## src/rtl/wdg_pkg.sv

```systemverilog
package wdg_pkg;
   // word index = byte address [4:2]
   localparam logic [2:0] W_IRQ   = 3'd0;
   localparam logic [2:0] W_CTRL  = 3'd1;
   localparam logic [2:0] W_COUNT = 3'd2;
   localparam logic [2:0] W_ACT   = 3'd3;
   localparam logic [2:0] W_MATCH = 3'd4;
   localparam logic [2:0] W_PIN   = 3'd5;
   localparam logic [2:0] W_PLEN  = 3'd6;
   localparam logic [2:0] W_CAUSE = 3'd7;

   typedef enum logic [1:0] {
      PIN_KEEP = 2'd0,
      PIN_LOW  = 2'd1,
      PIN_HIGH = 2'd2,
      PIN_FLIP = 2'd3
   } pin_act_e;
endpackage

```

## src/rtl/wdg_count_core.sv

```systemverilog
module wdg_count_core #(
   parameter int unsigned CNT_W = 32
) (
   input  logic             clk,
   input  logic             rst_n,
   input  logic             tick,
   input  logic             clr,
   input  logic             stop_clr,
   input  logic [CNT_W-1:0] match_val,
   output logic [CNT_W-1:0] cnt,
   output logic             hit
);
   localparam logic [CNT_W-1:0] ONE = CNT_W'(1);

   always_ff @(posedge clk or negedge rst_n) begin
      if (!rst_n)                cnt <= '0;
      else if (clr || stop_clr)  cnt <= '0;
      else if (tick)             cnt <= cnt + ONE;
   end

   assign hit = tick && (cnt == match_val);

   assert_clear_zero_R3: assert property (@(posedge clk) disable iff (!rst_n)
      clr |=> (cnt == '0));
   assert_count_step_R2: assert property (@(posedge clk) disable iff (!rst_n)
      (tick && !clr && !stop_clr) |=> (cnt == $past(cnt) + ONE));
   assert_hold_when_idle_R4: assert property (@(posedge clk) disable iff (!rst_n)
      (!tick && !clr && !stop_clr) |=> $stable(cnt));
endmodule

```

## src/rtl/wdg_pin_ctl.sv

```systemverilog
module wdg_pin_ctl
   import wdg_pkg::*;
(
   input  logic     clk,
   input  logic     rst_n,
   input  logic     wr,
   input  logic     wr_pin,
   input  pin_act_e wr_act,
   input  logic     evt,
   output logic     pin,
   output pin_act_e act
);
   logic pin_nxt;

   always_comb begin
      unique case (act)
         PIN_LOW:  pin_nxt = 1'b0;
         PIN_HIGH: pin_nxt = 1'b1;
         PIN_FLIP: pin_nxt = ~pin;
         default:  pin_nxt = pin;
      endcase
   end

   always_ff @(posedge clk or negedge rst_n) begin
      if (!rst_n) begin
         pin <= 1'b0;
         act <= PIN_KEEP;
      end else if (wr) begin
         pin <= wr_pin;
         act <= wr_act;
      end else if (evt) begin
         pin <= pin_nxt;
      end
   end

   assert_pin_high_R7: assert property (@(posedge clk) disable iff (!rst_n)
      (evt && !wr && act == PIN_HIGH) |=> pin);
   assert_pin_flip_R7: assert property (@(posedge clk) disable iff (!rst_n)
      (evt && !wr && act == PIN_FLIP) |=> (pin != $past(pin)));
endmodule

```

## src/rtl/wdg_rst_pulse.sv

```systemverilog
module wdg_rst_pulse #(
   parameter int unsigned LEN_W = 16,
   parameter int unsigned EXTRA = 6
) (
   input  logic             clk,
   input  logic             por_n,
   input  logic             trig,
   input  logic [LEN_W-1:0] len,
   output logic             active
);
   localparam int unsigned REM_W = LEN_W + 1;
   localparam logic [REM_W-1:0] EXTRA_M1 = REM_W'(EXTRA - 1);

   logic [REM_W-1:0] rem;

   always_ff @(posedge clk or negedge por_n) begin
      if (!por_n) begin
         active <= 1'b0;
         rem    <= '0;
      end else if (!active) begin
         if (trig) begin
            active <= 1'b1;
            rem    <= REM_W'(len) + EXTRA_M1;
         end
      end else if (rem == '0) begin
         active <= 1'b0;
      end else begin
         rem <= rem - REM_W'(1);
      end
   end

   assert_pulse_start_R8: assert property (@(posedge clk) disable iff (!por_n)
      (trig && !active) |=> active);
   assert_pulse_hold_R8: assert property (@(posedge clk) disable iff (!por_n)
      (active && rem != '0) |=> active);
endmodule

```

## src/rtl/wdg_match_timer.sv

```systemverilog
module wdg_match_timer
   import wdg_pkg::*;
#(
   parameter int unsigned CNT_W       = 32,
   parameter int unsigned PULSE_W     = 16,
   parameter int unsigned PULSE_EXTRA = 6
) (
   input  logic        clk,
   input  logic        por_n,
   input  logic        rst_n,
   input  logic        dbg_halt,
   input  logic [4:0]  addr,
   input  logic        wr_en,
   input  logic [31:0] wdata,
   output logic [31:0] rdata,
   output logic        irq,
   output logic        match_pin,
   output logic        rst_out_a,
   output logic        rst_out_b
);
   localparam int unsigned N_RST = 2;

   if (CNT_W < 16 || CNT_W > 32) begin : g_bad_cnt_w
      $error("CNT_W must lie in 16..32");
   end
   if (PULSE_W < 2 || PULSE_W > CNT_W) begin : g_bad_pulse_w
      $error("PULSE_W must lie in 2..CNT_W");
   end
   if (PULSE_EXTRA < 1 || PULSE_EXTRA >= (1 << PULSE_W)) begin : g_bad_extra
      $error("PULSE_EXTRA out of range");
   end

   logic sys_rst_n;
   assign sys_rst_n = rst_n & por_n;

   logic       bus_wr;
   logic [2:0] widx;
   assign bus_wr = wr_en & sys_rst_n;
   assign widx   = addr[4:2];

   logic wr_irq, wr_ctrl, wr_act, wr_match, wr_pin, wr_plen;
   assign wr_irq   = bus_wr && (widx == W_IRQ);
   assign wr_ctrl  = bus_wr && (widx == W_CTRL);
   assign wr_act   = bus_wr && (widx == W_ACT);
   assign wr_match = bus_wr && (widx == W_MATCH);
   assign wr_pin   = bus_wr && (widx == W_PIN);
   assign wr_plen  = bus_wr && (widx == W_PLEN);

   // control and action registers
   logic               ctrl_en, ctrl_dbg;
   logic               act_irq, act_stop, act_rsta, act_rstb;
   logic [CNT_W-1:0]   match_val;
   logic [PULSE_W-1:0] pulse_len;
   logic               irq_flag;
   logic               cause;

   logic               tick, clr, hit, stop_clr;
   logic [CNT_W-1:0]   cnt;

   assign tick     = ctrl_en && !(ctrl_dbg && dbg_halt);
   assign clr      = wr_ctrl && wdata[1];
   assign stop_clr = hit && act_stop;

   always_ff @(posedge clk or negedge sys_rst_n) begin
      if (!sys_rst_n) begin
         ctrl_en   <= 1'b0;
         ctrl_dbg  <= 1'b0;
         act_irq   <= 1'b0;
         act_stop  <= 1'b0;
         act_rsta  <= 1'b0;
         act_rstb  <= 1'b0;
         match_val <= '0;
         pulse_len <= '0;
         irq_flag  <= 1'b0;
      end else begin
         if (wr_ctrl) begin
            ctrl_en  <= wdata[0];
            ctrl_dbg <= wdata[2];
         end else if (stop_clr) begin
            ctrl_en  <= 1'b0;
         end
         if (wr_act) begin
            act_irq  <= wdata[0];
            act_stop <= wdata[2];
            act_rsta <= wdata[3];
            act_rstb <= wdata[4];
         end
         if (wr_match) match_val <= wdata[CNT_W-1:0];
         if (wr_plen)  pulse_len <= wdata[PULSE_W-1:0];
         if (hit && act_irq)           irq_flag <= 1'b1;
         else if (wr_irq && wdata[0])  irq_flag <= 1'b0;
      end
   end

   assign irq = irq_flag;

   wdg_count_core #(.CNT_W(CNT_W)) i_core (
      .clk       (clk),
      .rst_n     (sys_rst_n),
      .tick      (tick),
      .clr       (clr),
      .stop_clr  (stop_clr),
      .match_val (match_val),
      .cnt       (cnt),
      .hit       (hit)
   );

   pin_act_e pin_act;

   wdg_pin_ctl i_pin (
      .clk    (clk),
      .rst_n  (sys_rst_n),
      .wr     (wr_pin),
      .wr_pin (wdata[0]),
      .wr_act (pin_act_e'(wdata[5:4])),
      .evt    (hit),
      .pin    (match_pin),
      .act    (pin_act)
   );

   // reset pulse generators, one per output, in the power-on domain
   logic [N_RST-1:0] rst_trig, rst_vec;
   assign rst_trig[0] = (hit && act_rsta) || (wr_act && wdata[5]);
   assign rst_trig[1] = (hit && act_rstb) || (wr_act && wdata[6]);

   for (genvar g = 0; g < N_RST; g++) begin : g_pulse
      wdg_rst_pulse #(.LEN_W(PULSE_W), .EXTRA(PULSE_EXTRA)) i_pulse (
         .clk    (clk),
         .por_n  (por_n),
         .trig   (rst_trig[g]),
         .len    (pulse_len),
         .active (rst_vec[g])
      );
   end

   assign rst_out_a = rst_vec[0];
   assign rst_out_b = rst_vec[1];

   always_ff @(posedge clk or negedge por_n) begin
      if (!por_n)         cause <= 1'b0;
      else if (|rst_trig) cause <= 1'b1;
   end

   always_comb begin
      rdata = '0;
      case (widx)
         W_IRQ:   rdata[0]   = irq_flag;
         W_CTRL:  rdata[2:0] = {ctrl_dbg, 1'b0, ctrl_en};
         W_COUNT: rdata      = 32'(cnt);
         W_ACT:   rdata[4:0] = {act_rstb, act_rsta, act_stop, 1'b0, act_irq};
         W_MATCH: rdata      = 32'(match_val);
         W_PIN:   rdata[5:0] = {pin_act, 3'b000, match_pin};
         W_PLEN:  rdata      = 32'(pulse_len);
         default: rdata[0]   = cause;
      endcase
   end

   logic unused_bits;
   assign unused_bits = ^{addr[1:0], wdata[31:7]};

   assert_irq_on_match_R5: assert property (@(posedge clk) disable iff (!sys_rst_n)
      (hit && act_irq) |=> irq);
   assert_stop_on_match_R6: assert property (@(posedge clk) disable iff (!sys_rst_n)
      (hit && act_stop && !wr_ctrl) |=> (!ctrl_en && cnt == '0));
   assert_force_a_R9: assert property (@(posedge clk) disable iff (!por_n)
      (wr_act && wdata[5]) |=> rst_out_a);
   assert_force_b_R9: assert property (@(posedge clk) disable iff (!por_n)
      (wr_act && wdata[6]) |=> rst_out_b);
   assert_cause_follows_pulse_R10: assert property (@(posedge clk) disable iff (!por_n)
      (rst_out_a || rst_out_b) |-> cause);
endmodule

```

## config.mk

```make
export PLATFORM = sky130hd
export DESIGN_NAME = wdg_match_timer
export DESIGN_NICKNAME = d
export VERILOG_FILES = /design/src/rtl/wdg_pkg.sv /design/src/rtl/wdg_count_core.sv /design/src/rtl/wdg_pin_ctl.sv /design/src/rtl/wdg_rst_pulse.sv /design/src/rtl/wdg_match_timer.sv
export SDC_FILE = /design/constraint.sdc
export NUM_CORES = 1
export LEC_CHECK = 0
export BUFFER_PORTS_ARGS = -buffer_cell sky130_fd_sc_hd__buf_2
export CORE_ASPECT_RATIO = 1.5
export CORE_MARGIN = 5
export CORE_UTILIZATION = 45
export DETAILED_ROUTE_END_ITERATION = 16
export PLACE_DENSITY = 0.68
export SYNTH_ARGS = -nofsm -noshare
export SYNTH_HDL_FRONTEND = slang
export SYNTH_SLANG_ARGS = --single-unit
```

## constraint.sdc

```tcl
create_clock -name clk -period 8.9 [get_ports clk]
set_input_delay 1.78 -clock clk [delete_from_list [all_inputs] [get_ports clk]]
set_output_delay 1.78 -clock clk [all_outputs]
set_load 0.01 [all_outputs]
```

# After elaboration in Yosys (flattened, before gate mapping)
# Cells that the tools add are included.
word_totals:
  latch_bits: 0
  reg_bits: 127
  romBits: 0
  ram_bits: 0
  mem_count: 0
  out_inout_bits: 36
  word_cells: 97
classes:
  n_mul: 0
  bitwise_logic: 3
  n_shift: 0
  div_mod_pow: 0
  n_mux: 26
  n_reduce_logical: 35
  magnitude_cmp: 0
  add_sub_neg: 4
  n_eq_ne: 12
op_table:
  columns: ["cell", "count"]
  rows:
  - ["$mux 17", 6]
  - ["$pmux 26 s3", 1]
  - ["$mux 32", 2]
  - ["$logic_not 17->1", 2]
  - ["$sub 17x1->17 const B", 2]
  - ["$add 32x1->32 const B", 1]
  - ["$eq 32x32->1", 1]
  - ["$pmux 2 s5", 2]
  - ["$add 16x3->17 const B", 1]
  - ["$logic_and 1x1->1", 17]
  - ["$mux 1", 12]
  - ["$reduce_bool 2->1", 6]
  - ["$eq 3x3->1 const B", 3]
  - ["$pmux 1 s7", 1]
  - ["$eq 3x2->1 const B", 2]
  - ["$reduce_and 2->1", 3]
  - ["$eq 2x2->1 const B", 2]
  - ["$ne 2x2->1 const B", 2]
  - ["$pmux 1 s4", 1]
  - ["$reduce_bool 4->1", 1]
  - ["$eq 3x1->1 const B", 1]
  - ["$logic_not 3->1", 1]
  - ["$logic_or 1x1->1", 3]
  - ["$pmux 1 s3", 1]
  - ["other kinds (5)", 6]

# Logic depth before layout (Yosys ltp)
depth:
  depth_word: 8
  ltp_mapped: 8
  ltp_nobuf: 8

# By module
# Synthesis repeated with hierarchy kept, for this count alone.
hier_totals:
  cells_unflattened: 807
  hier_area_um2: 7936.4
by_module_without_submodules:
  columns: ["module", "cells_each", "area_each_um2", "seq_area_each_um2", "instances"]
  rows:
  - ["wdg_match_timer", 242, 2987.9, 1401.3, 1]
  - ["wdg_rst_pulse", 162, 1366.3, 450.4, 2]
  - ["wdg_count_core", 232, 2090.8, 800.8, 1]
  - ["wdg_pin_ctl", 9, 125.1, 75.1, 1]

# Worst setup path after synthesis
# OpenSTA, ideal clock, no wires.
synth_timing:
  path_kind: "in2reg"
  start: "in por_n"
  end: "reg pulse_len[0]"
  path_slack_ns: 3.309
  path_buffers: 2
  t_arrival_ns: 5.467
  path_stages: 6
  cell_sequence: "and2_1 > nand3_1 > nor2b_1 > clkbuf_1 > buf_1 > mux2_2"
synth_between:
  elab_chain_cells: 3
synth_rtl:
  columns: ["item", "line_no", "text"]
  rows:
  - ["from (decl)", "wdg_match_timer.sv:9", "input logic por_n,"]
  - ["$and 1x1->1", "wdg_match_timer.sv:34", "assign sys_rst_n = rst_n & por_n;"]
  - ["$and 1x1->1", "wdg_match_timer.sv:38", "assign bus_wr = wr_en & sys_rst_n;"]
  - ["$logic_and 1x1->1", "wdg_match_timer.sv:47", "assign wr_plen = bus_wr && (widx == W_PLEN);"]
  - ["to (signal assigned)", "wdg_match_timer.sv:89", "if (wr_plen) pulse_len <= wdata[PULSE_W-1:0];"]
  - ["to (decl)", "wdg_match_timer.sv:53", "logic [PULSE_W-1:0] pulse_len;"]
# No other way between the ends.
# A chain may end at the register's enable or synchronous reset.

# Worst setup path in the final report
layout_timing:
  start: "in addr[3]"
  end: "out rdata[25]"
layout_between:
  elab_chain_cells: 2
  word_cells_on_any_way: 4
  classes_between: "eq/ne (3); mux (1)"
layout_rtl:
  columns: ["item", "line_no", "text"]
  rows:
  - ["from (decl)", "wdg_match_timer.sv:12", "input logic [4:0] addr,"]
  - ["$eq 3x3->1 or $eq 3x2->1 (tied branches)", "wdg_match_timer.sv:146", "case (widx)"]
  - ["$pmux 26 s3 (*)", "wdg_match_timer.sv:146", null]
  - ["to (decl)", "wdg_match_timer.sv:15", "output logic [31:0] rdata,"]
# Mark *: on every way between the ends. The rest lies on a longest branch, timed or not.

==> metrics.log <==
[metrics] run status: completed
[metrics] number of levels the H-tree was split into: 4
[metrics] Required @ worst endpoint: 7120 ps
[metrics] setup violation total in the final timing report: 0
[metrics] post-DR vias/cell: between 6 and 7
[metrics] clock slew at the register clock pins of the worst setup and hold paths: around 60 ps
[metrics] cell at the root of the clock tree: clkbuf_16
[metrics] hpwl dp: 15.7 mm
[metrics] Chip Height: 170 µm
[metrics] buffer count from post-CTS setup fixing: 0
[metrics] met3 Track Usage GR: approximately 3.8%
[metrics] n_diodes: 0
[metrics] Worst Setup EP: rdata[25]
[metrics] overflow left after global routing: 0
[metrics] capturing point of the worst reg2reg path: g_pulse[0].i_pulse.rem[1]$_DFFE_PN0P_
[metrics] max-slew violations: 0
[metrics] CTS Buf Count: 17
[metrics] Distinct cells, synth: 71
[metrics] Std-Cell Rows: between 50 and 60
[metrics] minimum period implied by the final worst setup slack: around 5600 ps
[metrics] Synth Net Count: ~840
[metrics] final layout net count: a little under 900
[metrics] critical path fanouts, max: 29
[metrics] pin count of the biggest net entering global routing: 66
[metrics] proportion of netlist area held by the largest area contributor: 41.4%
[metrics] endpoints failing hold: 0
[metrics] pin slew with the least headroom to its limit: about 1200 ps
[metrics] final weighted congestion of routability-driven global placement: slightly above 0.9
[metrics] cell with the biggest individual delay on the critical path: nor2_1
[metrics] Total Wirelength: approximately 22 mm
[metrics] class of the most critical hold timing path: register to register
[metrics] met1 demand-to-capacity share in global routing: about 27%
[metrics] overall die width: approximately 120 µm
[metrics] smallest setup slack after layout: 3330 ps
[metrics] Starting Density: approximately 46%
[metrics] max-capacitance violation count: 0
[metrics] delay contributed by the slowest stage of the critical path: 870 ps
[metrics] DP Area: 0.00818 mm²
[metrics] wire per inst: around 20 µm
[metrics] minimum setup slack among reg-to-reg paths: 5830 ps
[metrics] area enclosed by the die boundary: around 0.020 mm²
[metrics] most crowded layer after global routing: met2
[metrics] Overall Power: roughly 1.7 mW
[metrics] minimum setup slack after placement: 3370 ps
[metrics] number of synthesis warnings: 0
[metrics] dominant cell by count in the synthesized netlist: dfrtp_1
[metrics] ranking of synthesized cells by instance count: dfrtp_1 (127), nor2_1 (81), mux2_2 (67)
[metrics] post-layout util: between 50% and 60%
[metrics] top cells by area, synth: dfrtp_1 (41%), mux2_2 (9.8%), xnor2_1 (5.8%)
[metrics] Layout Cell Area excl Fill: approximately 0.009 mm²
[metrics] sum of negative setup slack: 0 ps
[metrics] DP Cell Count: between 1k and 1.5k
[metrics] average instance area after synthesis: approximately 9.7 µm²
[metrics] via count of the first global-routing pass: approximately 6.4k
[metrics] number of antenna violations at the first check in global routing: 0
[metrics] remaining routing DRC violations: 0
[metrics] fraction of layout cells with a size suffix above 1: roughly a quarter
[metrics] Worst Path Class, Setup: input port to output port
[metrics] depth of the worst register-to-register path: 6
[metrics] Max rail drop VDD: ~0.13 mV
[metrics] count of state elements after synthesis: ~130
[metrics] timing-limited maximum frequency: 0.180 GHz
[metrics] leakage power figure: approximately 3.8 nW
[metrics] worst skew pair latency: between 400 and 500 ps
[metrics] CTS tree: yes
[metrics] clock sink total: between 100 and 150
[metrics] starting DRC count in detailed routing: 471
[metrics] number of resized instances in the post-cts repair step: 0
[metrics] setup clock skew after layout: 8.04 ps
[metrics] post-synth top area cell: dfrtp_1
[metrics] smallest hold slack: between 400 and 500 ps
[metrics] non-filler cells in the finished layout: ~1.1k
[metrics] top_reg_cell synth: dfrtp_1
[metrics] routed vias: between 6k and 7k
[metrics] worst-path cell chain: buf_2, nand2b_1, nor2_1, a22o_1, buf_2
[metrics] wire length of the first global-routing pass: between 30 and 40 mm
[metrics] first-pass iteration count of the detailed router: 5
[metrics] RSZ-0062 raised after global routing: no
[metrics] CTS Hold Buffers Added: 0
[metrics] Port Buf Inserts: 75
[metrics] final cycle utilization of the critical path: between 60% and 70%
[metrics] top-level port count: 78
[metrics] kind of capture point of the worst setup path: output port
[metrics] Power Density: 195 mW/mm²
[metrics] grt met2 use: approximately 40%
[metrics] start point of the critical path: addr[3]
[metrics] Rel. slew slack: roughly 22%
[metrics] fraction of synthesis flops using an asynchronous set or reset pin: between 90% and 100%
[metrics] cell area after synthesis: 0.00768 mm²
[metrics] synthesis-to-finish area growth: 13.9%
[metrics] cell occurring most often along the worst timing path: buf_2
[metrics] portion of the post-synthesis area used by sequential elements: between 40% and 50%
[metrics] instance count of the mapped netlist: ~800
[metrics] element type at the critical path start: input port
[metrics] all-layer global routing usage: a little under a quarter
[metrics] endpoint arrival time on the critical path: between 3000 and 4000 ps
[metrics] R2R Path Start: i_core.cnt[0]$_DFFE_PP0P_
[metrics] post-route ant nets: 0
[metrics] buffers from clock root to sink, at most: 2
[metrics] core footprint: between 0.015 and 0.02 mm²
[metrics] number of flops mapped to enable cells by yosys: 0
[power breakdown]
part | switching (mW) | internal, mW | total [mW] | leakage (nW)
clock network | 0.275 | 0.410 | 0.685 | 0.271
logic | 0.148 | 0.136 | 0.284 | 1.91
registers | 0.0906 | 0.645 | 0.736 | 1.62
total | 0.515 | 1.19 | 1.71 | 3.80
[layout by cell type (no fill, tap or decap), types with 5 or more instances in the layout]
cell and instances:
dfrtp_1 127, nor2_1 81, buf_2 75, mux2_2 67, nand2_1 53, xnor2_1 51
nand4_1 37, xor2_1 27, nand3_1 25, nor3_1 23, a22o_1 22, o21ai_0 22
a21oi_1 19, clkbuf_16 17, inv_1 16, a22oi_1 12, mux2i_1 10, nand2b_1 9
and4_1 9, nor2b_1 9, and3_1 8, a31oi_1 8, nor4_1 6, o31ai_1 6
ha_1 6, buf_4 6, a211oi_1 5, o22ai_1 5, o211ai_1 5, o221ai_1 5
[state kept, by name, indices dropped and copies added, names as in the netlist]
signal / cells
g_pulse.i_pulse.active: 2
i_pin.pin: 1
pulse_len: 16
g_pulse.i_pulse.rem: 34
i_pin.act: 2
ctrl_dbg: 1
irq: 1
act_rstb: 1
act_stop: 1
i_core.cnt: 32
act_rsta: 1
ctrl_en: 1
cause: 1
match_val: 32
act_irq: 1
[per-layer routing]
| metal | wire length, µm | part of all wire (%) |
|---|---|---|
| met2 | 11400 | 53 |
| met3 | 977 | 4.5 |
| met1 | 8430 | 39 |
| met5 | 0 | 0 |
| met4 | 886 | 4.1 |
[area by class of cell]
class,instances,area (µm²)
Clock buffer,17,425
Clock inverter,14,145
Fill cell,1561,8020
Inverter,17,63.8
Multi-Input combinational cell,601,4250
Sequential cell,127,3180
Tap cell,210,263
Timing Repair Buffer,81,420
[worst min-delay path by stage]
stage	from	end	slack, ps	depth (start not counted)
finish	cause$_DFFE_PN0P_	cause$_DFFE_PN0P_	490	1
global route	cause$_DFFE_PN0P_	cause$_DFFE_PN0P_	500	1
CTS	cause$_DFFE_PN0P_	cause$_DFFE_PN0P_	490	1
detailed placement	cause$_DFFE_PN0P_	cause$_DFFE_PN0P_	470	1
global placement	cause$_DFFE_PN0P_	cause$_DFFE_PN0P_	460	1
floorplan	cause$_DFFE_PN0P_	cause$_DFFE_PN0P_	430	1
[cell families (layout without fill, tap and decap cells)]
kind of cell | Yosys count | count (layout) | synth area share, %
AND/OR/NAND/NOR | 291 | 291 | 19.8
AO/OA/AOI/OAI | 149 | 149 | 14.5
flip-flops | 127 | 127 | 41.4
XOR/XNOR | 78 | 78 | 8.90
multiplexers | 77 | 77 | 11.1
buffers and inverters | 63 | 129 | 3.32
adder cells (fa/ha/maj) | 6 | 6 | 0.978
[critical path, delay by kind of cell]
kind	cells	cell delay [ps]
buffers and inverters	2	650
AOI/OAI and AO/OA	1	280
and+or+nand+nor	2	1060
Power figures use the tool's default switching activity.
